==> config.mk <==
export PLATFORM = sky130hd
export DESIGN_NAME = bls_steer
export DESIGN_NICKNAME = d
export VERILOG_FILES = /design/src/rtl/bls_pkg.sv /design/src/rtl/bls_lane_decode.sv /design/src/rtl/bls_wdata_pack.sv /design/src/rtl/bls_rdata_extract.sv /design/src/rtl/bls_steer.sv
export SDC_FILE = /design/constraint.sdc
export NUM_CORES = 1
export LEC_CHECK = 0
export BUFFER_PORTS_ARGS = -buffer_cell sky130_fd_sc_hd__buf_2
export CAP_MARGIN = 5
export CORE_UTILIZATION = 48
export CTS_CLUSTER_DIAMETER = 200
export DETAILED_ROUTE_END_ITERATION = 8
export PLACE_DENSITY = 0.95
export SLEW_MARGIN = 20
export SYNTH_ARGS = -nofsm -noshare
export SYNTH_HDL_FRONTEND = slang
export SYNTH_HIERARCHICAL = 1
export SYNTH_SLANG_ARGS = --single-unit
==> constraint.sdc <==
create_clock -name clk -period 3.5 [get_ports clk]
set_input_delay 0.7 -clock clk [delete_from_list [all_inputs] [get_ports clk]]
set_output_delay 0.7 -clock clk [all_outputs]
set_load 0.01 [all_outputs]
==> src/rtl/bls_pkg.sv <==
package bls_pkg;
  localparam int unsigned LANES = 2;

  // Lane enable for an access: bit 1 gates the upper byte, bit 0 the lower.
  function automatic logic [LANES-1:0] lane_mask(input logic is_byte, input logic a0);
    if (!is_byte) return 2'b11;
    return a0 ? 2'b01 : 2'b10;
  endfunction

  // A word access must be even.
  function automatic logic is_misaligned(input logic is_byte, input logic a0);
    return !is_byte && a0;
  endfunction
endpackage

==> src/rtl/bls_lane_decode.sv <==
module bls_lane_decode
  import bls_pkg::*;
#(
  parameter int unsigned ADDR_W = 16
) (
  input  logic              valid,
  input  logic              is_byte,
  input  logic [ADDR_W-1:0] addr,
  output logic [LANES-1:0]  lane_en,
  output logic              misalign,
  output logic              accept,
  output logic [ADDR_W-2:0] word_addr
);
  always_comb begin
    misalign  = valid && is_misaligned(is_byte, addr[0]);
    accept    = valid && !misalign;
    lane_en   = accept ? lane_mask(is_byte, addr[0]) : '0;
    word_addr = addr[ADDR_W-1:1];
  end
endmodule

==> src/rtl/bls_wdata_pack.sv <==
module bls_wdata_pack
  import bls_pkg::*;
#(
  parameter int unsigned BYTE_W = 8,
  localparam int unsigned DATA_W = BYTE_W * LANES
) (
  input  logic              is_byte,
  input  logic [DATA_W-1:0] din,
  output logic [DATA_W-1:0] dout
);
  for (genvar i = 0; i < LANES; i++) begin : g_lane
    assign dout[i*BYTE_W +: BYTE_W] = is_byte ? din[BYTE_W-1:0] : din[i*BYTE_W +: BYTE_W];
  end
endmodule

==> src/rtl/bls_rdata_extract.sv <==
module bls_rdata_extract
  import bls_pkg::*;
#(
  parameter int unsigned BYTE_W = 8,
  localparam int unsigned DATA_W = BYTE_W * LANES
) (
  input  logic              is_byte,
  input  logic [LANES-1:0]  lane_en,
  input  logic [DATA_W-1:0] word_in,
  output logic [DATA_W-1:0] dout
);
  logic [BYTE_W-1:0] picked;

  always_comb begin
    picked = lane_en[1] ? word_in[DATA_W-1 -: BYTE_W] : word_in[BYTE_W-1:0];
    dout   = is_byte ? {{(DATA_W-BYTE_W){1'b0}}, picked} : word_in;
  end
endmodule

==> src/rtl/bls_steer.sv <==
module bls_steer
  import bls_pkg::*;
#(
  parameter int unsigned ADDR_W = 16,
  parameter int unsigned BYTE_W = 8,
  localparam int unsigned DATA_W = BYTE_W * LANES
) (
  input  logic              clk,
  input  logic              rst_n,
  input  logic              req_valid,
  input  logic              req_byte,
  input  logic              req_write,
  input  logic [ADDR_W-1:0] req_addr,
  input  logic [DATA_W-1:0] req_wdata,
  input  logic [DATA_W-1:0] mem_rdata,
  output logic              mem_valid,
  output logic              mem_we,
  output logic [ADDR_W-2:0] mem_waddr,
  output logic [LANES-1:0]  mem_lane_en,
  output logic [DATA_W-1:0] mem_wdata,
  output logic [DATA_W-1:0] cpu_rdata,
  output logic              misalign_err
);
  // Named internal events for checking
  logic              dec_accept;
  logic              dec_misalign;
  logic [LANES-1:0]  dec_lane;
  logic [ADDR_W-2:0] dec_waddr;
  logic [DATA_W-1:0] packed_wdata;
  logic              byte_q;

  bls_lane_decode #(.ADDR_W(ADDR_W)) u_decode (
    .valid     (req_valid),
    .is_byte   (req_byte),
    .addr      (req_addr),
    .lane_en   (dec_lane),
    .misalign  (dec_misalign),
    .accept    (dec_accept),
    .word_addr (dec_waddr)
  );

  bls_wdata_pack #(.BYTE_W(BYTE_W)) u_pack (
    .is_byte (req_byte),
    .din     (req_wdata),
    .dout    (packed_wdata)
  );

  always_ff @(posedge clk) begin
    if (!rst_n) begin
      mem_valid    <= 1'b0;
      mem_we       <= 1'b0;
      mem_waddr    <= '0;
      mem_lane_en  <= '0;
      mem_wdata    <= '0;
      misalign_err <= 1'b0;
      byte_q       <= 1'b0;
    end else begin
      mem_valid    <= dec_accept;
      mem_we       <= dec_accept && req_write;
      mem_lane_en  <= dec_lane;
      misalign_err <= dec_misalign;
      if (dec_accept) begin
        mem_waddr <= dec_waddr;
        mem_wdata <= packed_wdata;
        byte_q    <= req_byte;
      end
    end
  end

  bls_rdata_extract #(.BYTE_W(BYTE_W)) u_extract (
    .is_byte (byte_q),
    .lane_en (mem_lane_en),
    .word_in (mem_rdata),
    .dout    (cpu_rdata)
  );

  // Assertions
  a_r2_waddr_shift: assert property (@(posedge clk) disable iff (!rst_n)
    mem_valid |-> mem_waddr == $past(req_addr[ADDR_W-1:1]));
  a_r3_word_both_lanes: assert property (@(posedge clk) disable iff (!rst_n)
    (mem_valid && !byte_q) |-> mem_lane_en == 2'b11);
  a_r4_r5_byte_one_lane: assert property (@(posedge clk) disable iff (!rst_n)
    (mem_valid && byte_q) |-> $onehot(mem_lane_en));
  a_r6_byte_replicated: assert property (@(posedge clk) disable iff (!rst_n)
    (mem_valid && mem_we && byte_q) |-> mem_wdata[DATA_W-1 -: BYTE_W] == mem_wdata[BYTE_W-1:0]);
  a_r7_byte_read_upper_zero: assert property (@(posedge clk) disable iff (!rst_n)
    (mem_valid && !mem_we && byte_q) |-> cpu_rdata[DATA_W-1:BYTE_W] == '0);
  a_r9_err_blocks_access: assert property (@(posedge clk) disable iff (!rst_n)
    misalign_err |-> (!mem_valid && !mem_we && mem_lane_en == '0));
  a_r9_err_from_odd_word: assert property (@(posedge clk) disable iff (!rst_n)
    misalign_err |-> ($past(req_valid) && !$past(req_byte) && $past(req_addr[0])));
  a_r10_idle_no_lanes: assert property (@(posedge clk) disable iff (!rst_n)
    !mem_valid |-> mem_lane_en == '0);
endmodule

Yosys cells after proc, flatten, opt, wreduce, memory -nomap -nowiden
Cells that the tools add are included.
{"block": "totals", "reg_bits": 37, "latch_bits": 0, "mem_bits_rw": 0, "rom_bits": 0, "input_bits": 53, "output_inout_bits": 52, "word_cells": 19, "memories": 0}
{"block": "op_classes", "add_sub_neg": 0, "n_mul": 0, "n_div": 0, "magnitude_cmp": 0, "n_eq_ne": 0, "shifts": 0, "muxes": 5, "bitwise_logic": 0, "n_reduce_logical": 7}
{"cell": "two-way mux 16 bit", "n": 1}
{"cell": "two-way mux 8 bit", "n": 2}
{"cell": "logical AND 1 bit", "n": 4}
{"cell": "two-way mux 2 bit", "n": 2}
{"cell": "zero test 1 bit", "n": 2}
{"cell": "AND reduction 2 bit", "n": 1}

Longest topological paths before layout
Gate-level depths: netlist of the first run.
{"block": "logic_depth", "ltp_word": 6, "depth_mapped": 6, "ltp_nobuf": 4}

Modules after synthesis
The synthesis of the first run kept the hierarchy.
{"module": "bls_steer", "instances": 1, "cells_per_inst": 113, "area_per_inst_um2": 1375.1, "seq_area_each_um2": 740.7}
{"module": "bls_wdata_pack", "instances": 1, "cells_per_inst": 17, "area_per_inst_um2": 191.4, "seq_area_each_um2": 0.0}
{"module": "bls_rdata_extract", "instances": 1, "cells_per_inst": 17, "area_per_inst_um2": 171.4, "seq_area_each_um2": 0.0}
{"module": "bls_lane_decode", "instances": 1, "cells_per_inst": 21, "area_per_inst_um2": 155.1, "seq_area_each_um2": 0.0}

Worst setup path after synthesis of the first run
No wires, ideal clock.
{"block": "synth_timing", "path_kind": "in2out", "from": "input mem_rdata[0]", "to": "output cpu_rdata[0]", "t_arrival_ps": 975, "required_ps": 2800, "setup_slack_ps": 1825, "stages": 1, "n_path_buf": 0, "path_cell_list": "mux2_2"}
{"block": "synth_via", "elab_chain_cells": 2}
{"element": "start, declared", "line_no": "bls_steer.sv:15", "rtl": "input logic [DATA_W-1:0] mem_rdata,"}
{"element": "two-way mux 8 bit", "line_no": "bls_rdata_extract.sv:15", "rtl": "picked = lane_en[1] ? word_in[DATA_W-1 -: BYTE_W] : word_in[BYTE_W-1:0];"}
{"element": "two-way mux 16 bit *", "line_no": "bls_rdata_extract.sv:16", "rtl": "dout = is_byte ? {{(DATA_W-BYTE_W){1'b0}}, picked} : word_in;"}
{"element": "end, declared", "line_no": "bls_steer.sv:21", "rtl": "output logic [DATA_W-1:0] cpu_rdata,"}
Every way passes the cells marked *; elsewhere a longest branch is shown, timed or not.

Worst setup path after layout of the first run
{"block": "layout_timing", "from": "register byte_q", "to": "output cpu_rdata[3]"}
{"block": "layout_via", "elab_chain_cells": 1}
{"element": "start, declared", "line_no": "bls_steer.sv:30", "rtl": "logic byte_q;"}
{"element": "start signal, assigned", "line_no": "bls_steer.sv:65", "rtl": "byte_q <= req_byte;"}
{"element": "two-way mux 16 bit", "line_no": "bls_rdata_extract.sv:16"}
Every way passes these cells.

==> results_dict.tcl, run 1 <==
set metrics [dict create \
    crit_path_end_kind "output port" \
    start_util 0.509 \
    rsz0062_at_grt "no" \
    required_ns 2.80 \
    wl_um 3520 \
    cts_sinks 37 \
    grt_start_max_net_pins 38 \
    overflow 0 \
    first_global_vias 1246 \
    synth_area_um2 1890 \
    wl_per_cell_um 11.8 \
    hold_viol_final 0 \
    cts_resized 0 \
    crit_path_start_kind "flop" \
    drc 0 \
    via_per_inst 4.48 \
    cts_hold_buffers 0 \
    cts_setup_buffers 0 \
    max-slew-margin-rel 0.658 \
    grt_antenna_before_repair 0 \
    cts_buffers 5 \
    die-area_um2 4200 \
    root_buffer "clkbuf_8" \
    drv_slew 0 \
    p_seq_frac 0.501 \
    diodes 0 \
    num_vias 1334 \
    cp_data_arrival_time_ns 1.36 \
    hp-class "reg -> reg" \
    synth_area_leader_cell "dfxtp_1" \
    period_needed_ns 2.06 \
    power_leakage_uw 0.00120 \
    dp_hpwl_um 2620 \
    drive_above_1_share 0.552 \
    clock_latency_ns 0.27 \
    chipHeight_um 64.8 \
    synthToLayoutAreaGrowth_pct 22.5 \
    swShare 0.249 \
    clockPowerShare 0.300 \
    ys_warn_count 6 \
    ir_drop_mv 0.262 \
    syn_nets 221 \
    ys_ff_latch 37 \
    ant_nets 0 \
    status "finished, final reports clean" \
    first_pass_iters 4 \
    power_density_nw_per_um2 396 \
    ys_types 17 \
    final_nets 302 \
    p_sw_uw 228 \
    h-tree-depth 2 \
    yosysSeqAreaShare 0.391 \
    worst_slew_pin_slew_ns 0.513 \
    yosys-top-cells-area "dfxtp_1 39%, mux2i_1 17%, nor2b_1 11%" \
    fin_worst_skew_ns 0 \
    drt_iter0_drc 48 \
    numPortBuffers 104 \
    comb_power_share 0.199 \
    finalSetupViolations 0 \
    synth_area_per_cell_um2 11.3 \
    max_freq_ghz 0.487 \
    crit_type "reg -> out" \
    tns_ns 0 \
    path_clk_slew_ns 0.07 \
    synth_top_cell_area_share 0.391 \
    cts_tree "yes" \
    core-area_um2 3720 \
    syn_inst 168 \
    timing.final.crit_share 0.587 \
    num_rows 22 \
    pin_count 105 \
    cts_buffer_depth 2 \
    place_congestion 0.665 \
    fin_hold_ws_ns 0.510 \
    fill_cells 342 \
    p_int_uw 689 \
    grt_use_total 0.168 \
    grt_pass1_wl_um 5510 \
    cap_viol_max_count 0 \
    die_w_um 64.8 \
    crit_path_max_fanout 10 \
]
==> critical path, cell delays in order, from the launching register on <==
cell     delay (ns)
dfxtp_1        0.51
nand2_4        0.14
mux2_2         0.30
buf_2          0.14
==> sequential cells by signal (all words and copies together), names as in the netlist <==
signal	cells
mem_wdata	16
mem_waddr	15
mem_lane_en	2
byte_q	1
mem_valid	1
mem_we	1
misalign_err	1
==> synthesized netlist by cell type <==
library cell,number
dfxtp_1,37
mux2i_1,32
nor2b_1,32
buf_4,23
and2b_2,9
mux2_2,8
mux2_4,8
and2_1,5
buf_12,3
clkbuf_1,3
buf_6,2
a21boi_0,1
and3_1,1
and3_2,1
inv_1,1
nand2_4,1
xnor2_1,1
==> power groups by stage <==
stage	Clock (uW)	Sequential (uW)	Combinational [uW]
after floorplan	0	480	121
after global placement	0	468	180
after detailed placement	0	469	185
after CTS	289	459	185
after global routing	309	463	198
final	275	459	183
==> per-stage QoR <==
stage	setup slack [ns]	cell area [um^2]	power (uW)	utilization	instances
floorplan	1.82	1890	601	-	168
finish	1.44	2320	918	0.624	298
detailed placement	1.20	2240	653	0.602	290
global placement	1.27	2240	648	0.602	290
CTS	1.40	2320	934	0.624	298
global route	1.32	2320	970	0.624	298
==> placed cells by master (no fill, tap or decap) <==
| master | synthesis | final |
|---|---|---|
| nor2b_1 | 32 | 32 |
| clkbuf_8 | 0 | 5 |
| and2b_2 | 9 | 9 |
| buf_2 | 0 | 104 |
| mux2_2 | 8 | 8 |
| and3_2 | 1 | 1 |
| and2_1 | 5 | 5 |
| dfxtp_1 | 37 | 37 |
| xnor2_1 | 1 | 1 |
| buf_12 | 3 | 1 |
| nand2_4 | 1 | 1 |
| clkbuf_1 | 3 | 3 |
| mux2_4 | 8 | 8 |
| mux2i_1 | 32 | 32 |
| a21boi_4 | 0 | 1 |
| inv_1 | 1 | 1 |
| and3_1 | 1 | 1 |
==> routing by layer <==
layer / wire, um / global-route usage / vias up / share of wire
met5: 0 / 0 / - / 0
met4: 0 / 0.0167 / 0 / 0
met3: 259 / 0.0546 / 0 / 0.074
met2: 1660 / 0.299 / 52 / 0.47
met1: 1590 / 0.199 / 593 / 0.45
li1: - / - / 689 / -
==> worst paths after layout <==
| kind | startpoint | endpoint | slack (ns) | cells past startpoint |
|---|---|---|---|---|
| setup / recovery | byte_q$_SDFFE_PN0P_ | cpu_rdata[3] | 1.44 | 3 |
| hold / removal | mem_wdata[4]$_SDFFE_PN0P_ | mem_wdata[4]$_SDFFE_PN0P_ | 0.51 | 2 |
| setup reg to reg | byte_q$_SDFFE_PN0P_ | byte_q$_SDFFE_PN0P_ | 2.70 | 2 |
| hold reg to reg | mem_wdata[4]$_SDFFE_PN0P_ | mem_wdata[4]$_SDFFE_PN0P_ | 0.51 | 2 |
==> cells by family (layout without fill, tap and decap cells) <==
kind of cell | Yosys count | count (layout) | share of synthesized area
flip-flops | 37 | 37 | 0.391
AO/OA/AOI/OAI | 1 | 1 | 0.00397
multiplexers | 48 | 48 | 0.280
XOR/XNOR | 1 | 1 | 0.00463
AND/OR/NAND/NOR | 49 | 49 | 0.177
buffers and inverters | 32 | 114 | 0.143
==> layout make-up <==
type / count / area, um^2 / area share
multi-input combinational: 99 / 893 / 0.385
sequential: 37 / 741 / 0.319
timing repair buffer: 105 / 541 / 0.233
clock buffer: 8 / 80.1 / 0.0345
tap: 48 / 60.1 / 0.0259
inverter: 1 / 3.75 / 0.00162
(Power assumes the default switching activity.)
==> run 2: changes to the inputs <==
CORE_UTILIZATION = 40   (was 48)
PLACE_DENSITY = 0.86   (was 0.95)
clock period = 1.7 ns   (was 3.5 ns; I/O delays follow)
==> results_dict.tcl, run 2 (synthesized netlist as in run 1, its figures left out) <==
set metrics [dict create \
    num_rows 24 \
    crit_buf_inv 1 \
    h-tree-depth 2 \
    numPortBuffers 104 \
    wl_per_cell_um 12.2 \
    die-area_um2 5010 \
    wl_um 3710 \
    cpPeakStageDelay_ns 0.35 \
    crit_path_end_kind "output port" \
    final_nets 305 \
    cts_buffer_depth 2 \
    pin_count 105 \
    cap_viol_max_count 0 \
    die_w_um 70.8 \
    rsz0062_at_grt "no" \
    max-slew-margin-rel 0.657 \
    top_regs "mem_wdata (16), mem_waddr (15), mem_lane_en (2)" \
    crit_type "reg -> out" \
    p_seq_frac 0.495 \
    crit_path_max_fanout 8 \
    grt_pass1_wl_um 5880 \
    drc 0 \
    instances_no_fill 305 \
    chipHeight_um 70.8 \
    cts_sinks 37 \
    drv_slew 0 \
    clock_latency_ns 0.28 \
    status "finished, final reports clean" \
    core-area_um2 4440 \
    root_buffer "clkbuf_8" \
    via_per_inst 4.45 \
    required_ns 1.36 \
    power_leakage_uw 0.00122 \
    dp_hpwl_um 2770 \
    grt_start_max_net_pins 38 \
    drive_above_1_share 0.565 \
    path_clk_slew_ns 0.07 \
    final_cell_mix "104 x buf_2, 37 x dfxtp_1, 32 x mux2i_1, 32 x nor2b_1, 9 x and2b_2" \
    tns_ns 0 \
    hold_viol_final 0 \
    crit_chain "nand2_4 > mux2_2 > buf_2" \
    diodes 0 \
    final_common_cell "buf_2" \
    hp-class "in -> reg" \
    largest_reg_flops 16 \
    ir_drop_mv 0.481 \
    cts_tree "yes" \
    fin_worst_skew_ns 0 \
    timing.final.crit_share 0.934 \
    cts_buffers 5 \
    p_sw_uw 490 \
    grt_antenna_before_repair 0 \
    num_vias 1356 \
    worst_slew_pin_slew_ns 0.515 \
    place_congestion 0.667 \
    cts_hold_buffers 0 \
    crit_path_start_kind "flop" \
    period_needed_ns 1.59 \
    overflow 0 \
    cp_data_arrival_time_ns 1.25 \
    clockPowerShare 0.303 \
    top_register "mem_wdata" \
    cts_resized 0 \
    dp.cells 297 \
    first_global_vias 1310 \
    cts_setup_buffers 0 \
    drt_iter0_drc 48 \
    max_freq_ghz 0.630 \
    comb_power_share 0.202 \
    ant_nets 0 \
    swShare 0.257 \
    p_int_uw 1420 \
    synthToLayoutAreaGrowth_pct 24.1 \
    start_util 0.426 \
    grt_use_total 0.151 \
    power_density_nw_per_um2 812 \
    finalSetupViolations 0 \
    crit_path_top_delay_cell "mux2_2" \
    critPathTopFamily "multiplexers" \
    first_pass_iters 8 \
]
run 2: cell types whose count changed in the layout (fill, tap and decap cells not counted), sizes merged:
| cell | delta |
|---|---|
| buf | +3 |
| clkinv | +2 |
| clkbuf | -2 |
run 2: stage by stage:
stage,worst slack [ns],cell area [um^2],utilization,hold slack [ns],total power (uW)
after detailed placement,0.340,2270,0.510,0.497,1350
after floorplan,0.480,1890,-,0.468,1240
after global routing,0.0557,2350,0.528,0.280,2010
after global placement,0.395,2270,0.510,0.490,1340
final,0.112,2350,0.528,0.292,1910
after CTS,0.0911,2350,0.528,0.281,1940
run 2: worst paths after layout:
kind	from	end	slack [ns]	cells after the start
worst max-delay path	mem_lane_en[1]$_SDFF_PN0_	cpu_rdata[2]	0.11	3
worst max register to register	byte_q$_SDFFE_PN0P_	byte_q$_SDFFE_PN0P_	0.91	3
worst min register to register	mem_wdata[1]$_SDFFE_PN0P_	mem_wdata[1]$_SDFFE_PN0P_	0.51	2
worst min-delay path	req_write	mem_we$_SDFF_PN0_	0.29	2
run 2: per-layer routing:
| layer | part of all wire | vias to the layer above | GRT usage | wire length, um |
|---|---|---|---|---|
| met1 | 0.42 | 606 | 0.165 | 1560 |
| met5 | 0 | - | 0 | 0 |
| met3 | 0.061 | 5 | 0.0513 | 227 |
| met2 | 0.51 | 48 | 0.278 | 1890 |
| met4 | 0.0086 | 0 | 0.0400 | 32 |
| li1 | - | 697 | - | - |
run 2: cell type report:
class	count	area (um^2)
clock buffers	6	72.6
clock inverters	2	10.0
fillers	408	2100
inverters	1	3.75
multi-input cells	99	893
flip-flops and latches	37	741
well taps	52	65.1
repair buffers	108	563
run 2: power by group through the flow:
| stage | registers (uW) | logic, uW | clock network (uW) |
|---|---|---|---|
| final | 944 | 385 | 578 |
| after detailed placement | 963 | 390 | 0 |
| after global placement | 961 | 381 | 0 |
| after floorplan | 988 | 249 | 0 |
| after global routing | 949 | 420 | 636 |
| after CTS | 944 | 391 | 607 |
==> run 3: changes to the inputs <==
CORE_ASPECT_RATIO = 0.75   (was unset)
==> results_dict.tcl, run 3 (synthesized netlist as in run 1, its figures left out) <==
set metrics [dict create \
    grt_util_met2 0.261 \
    cts_tree "yes" \
    timing.final.crit_share 0.928 \
    top_regs "mem_wdata (16), mem_waddr (15), mem_lane_en (2)" \
    grt_use_met1 0.155 \
    grt_antenna_before_repair 0 \
    tns_ns 0 \
    pin_count 105 \
    die_w_um 81.4 \
    hp-class "in -> reg" \
    crit_path_max_fanout 8 \
    crit_path_top_delay_cell "mux2_2" \
    cts_buffers 5 \
    overflow 0 \
    ant_nets 0 \
    core-area_um2 4490 \
    via_per_inst 4.39 \
    status "finished, final reports clean" \
    cap_viol_max_count 0 \
    cts_resized 0 \
    first_global_vias 1183 \
    worst_slew_pin_slew_ns 0.515 \
    required_ns 1.36 \
    diodes 0 \
    cts_buffer_depth 2 \
    h-tree-depth 2 \
    clock_latency_ns 0.27 \
    final_nets 305 \
    hold_end "mem_we$_SDFF_PN0_" \
    drive_above_1_share 0.569 \
    final_common_cell "buf_2" \
    cts_setup_buffers 0 \
    first_pass_iters 4 \
    final_util 0.525 \
    numPortBuffers 104 \
    root_buffer "clkbuf_8" \
    max-slew-margin-rel 0.657 \
    rrSetupSlack_ns 0.92 \
    cts_sinks 37 \
    num_rows 21 \
    largest_reg_flops 16 \
    fin_worst_skew_ns 0 \
    grt_start_max_net_pins 38 \
    chipHeight_um 61.6 \
    synthToLayoutAreaGrowth_pct 24.6 \
    place_congestion 0.653 \
    rr_worst_depth 3 \
    crit_buf_inv 1 \
    r2r_end "byte_q$_SDFFE_PN0P_" \
    path_clk_slew_ns 0.07 \
    cts_hold_buffers 0 \
    grt-busiest-layer "met2" \
    cpPeakStageDelay_ns 0.36 \
    start_util 0.421 \
    num_vias 1360 \
    max_freq_ghz 0.634 \
    crit_type "reg -> out" \
    instances_no_fill 310 \
    rsz0062_at_grt "no" \
    crit_path_end_kind "output port" \
    grt_pass1_wl_um 5210 \
    power_leakage_uw 0.00122 \
    drt_iter0_drc 12 \
    period_needed_ns 1.58 \
    drv_slew 0 \
    dp.cells 302 \
    critPathTopFamily "multiplexers" \
    crit_path_start_kind "flop" \
    hold_start "req_write" \
    wl_per_cell_um 11.8 \
    r2r-start "byte_q$_SDFFE_PN0P_" \
    crit_chain "nand2_4 > mux2_2 > buf_2" \
    final_cell_mix "104 x buf_2, 37 x dfxtp_1, 32 x mux2i_1, 32 x nor2b_1, 9 x and2b_2" \
    dp_hpwl_um 2760 \
    hold_viol_final 0 \
    whs_path_depth 2 \
    cp_data_arrival_time_ns 1.24 \
    drc 0 \
    grt_use_total 0.143 \
    top_register "mem_wdata" \
    power_density_nw_per_um2 813 \
    grt_use_met3 0.0489 \
    ir_drop_mv 0.437 \
    die-area_um2 5010 \
    finalSetupViolations 0 \
    wl_um 3660 \
]
## run 3: cell types whose count changed in the layout (fill, tap and decap cells not counted)
| cell | previous run | this run |
|---|---|---|
| clkinvlp_4 | 0 | 1 |
| clkbuf_1 | 1 | 0 |
## run 3: final cells by class
class                   instances  area [um^2]
repair buffers                108          563
multi-input cells              99          893
clock buffers                   5         68.8
fillers                       418         2130
well taps                      57         71.3
clock inverters                 3         17.5
flip-flops and latches         37          741
inverters                       1         3.75
## run 3: report_power, final
part | switching [uW] | internal [uW] | leakage (uW)
logic | 172 | 214 | 0.000874
registers | 25.0 | 918 | 0.000304
clock network | 304 | 283 | 0.0000439
total | 501 | 1420 | 0.00122
## run 3: per-stage QoR
step	area [um^2]	setup WS [ns]	total power [uW]	hold slack (ns)
after floorplan	1890	0.480	1240	0.468
after global placement	2270	0.340	1340	0.491
after detailed placement	2270	0.266	1350	0.501
after CTS	2360	0.104	1950	0.278
after global routing	2360	0.0564	2040	0.282
final	2360	0.123	1920	0.290
## run 3: how the worst max path moves through the flow
stage	start	endpoint	slack, ns	cells past startpoint
after floorplan	req_byte	mem_wdata[10]$_SDFFE_PN0P_	0.48	6
after global placement	req_byte	mem_waddr[8]$_SDFFE_PN0P_	0.34	6
after detailed placement	req_byte	mem_waddr[0]$_SDFFE_PN0P_	0.27	6
after CTS	mem_lane_en[1]$_SDFF_PN0_	cpu_rdata[1]	0.10	3
after global routing	mem_lane_en[1]$_SDFF_PN0_	cpu_rdata[1]	0.06	3
final	mem_lane_en[1]$_SDFF_PN0_	cpu_rdata[1]	0.12	3
## run 3: metal layers
| metal | vias up | part of all wire |
|---|---|---|
| met4 | 0 | 0.012 |
| li1 | 698 | - |
| met1 | 593 | 0.42 |
| met2 | 64 | 0.48 |
| met3 | 5 | 0.091 |
| met5 | - | 0 |
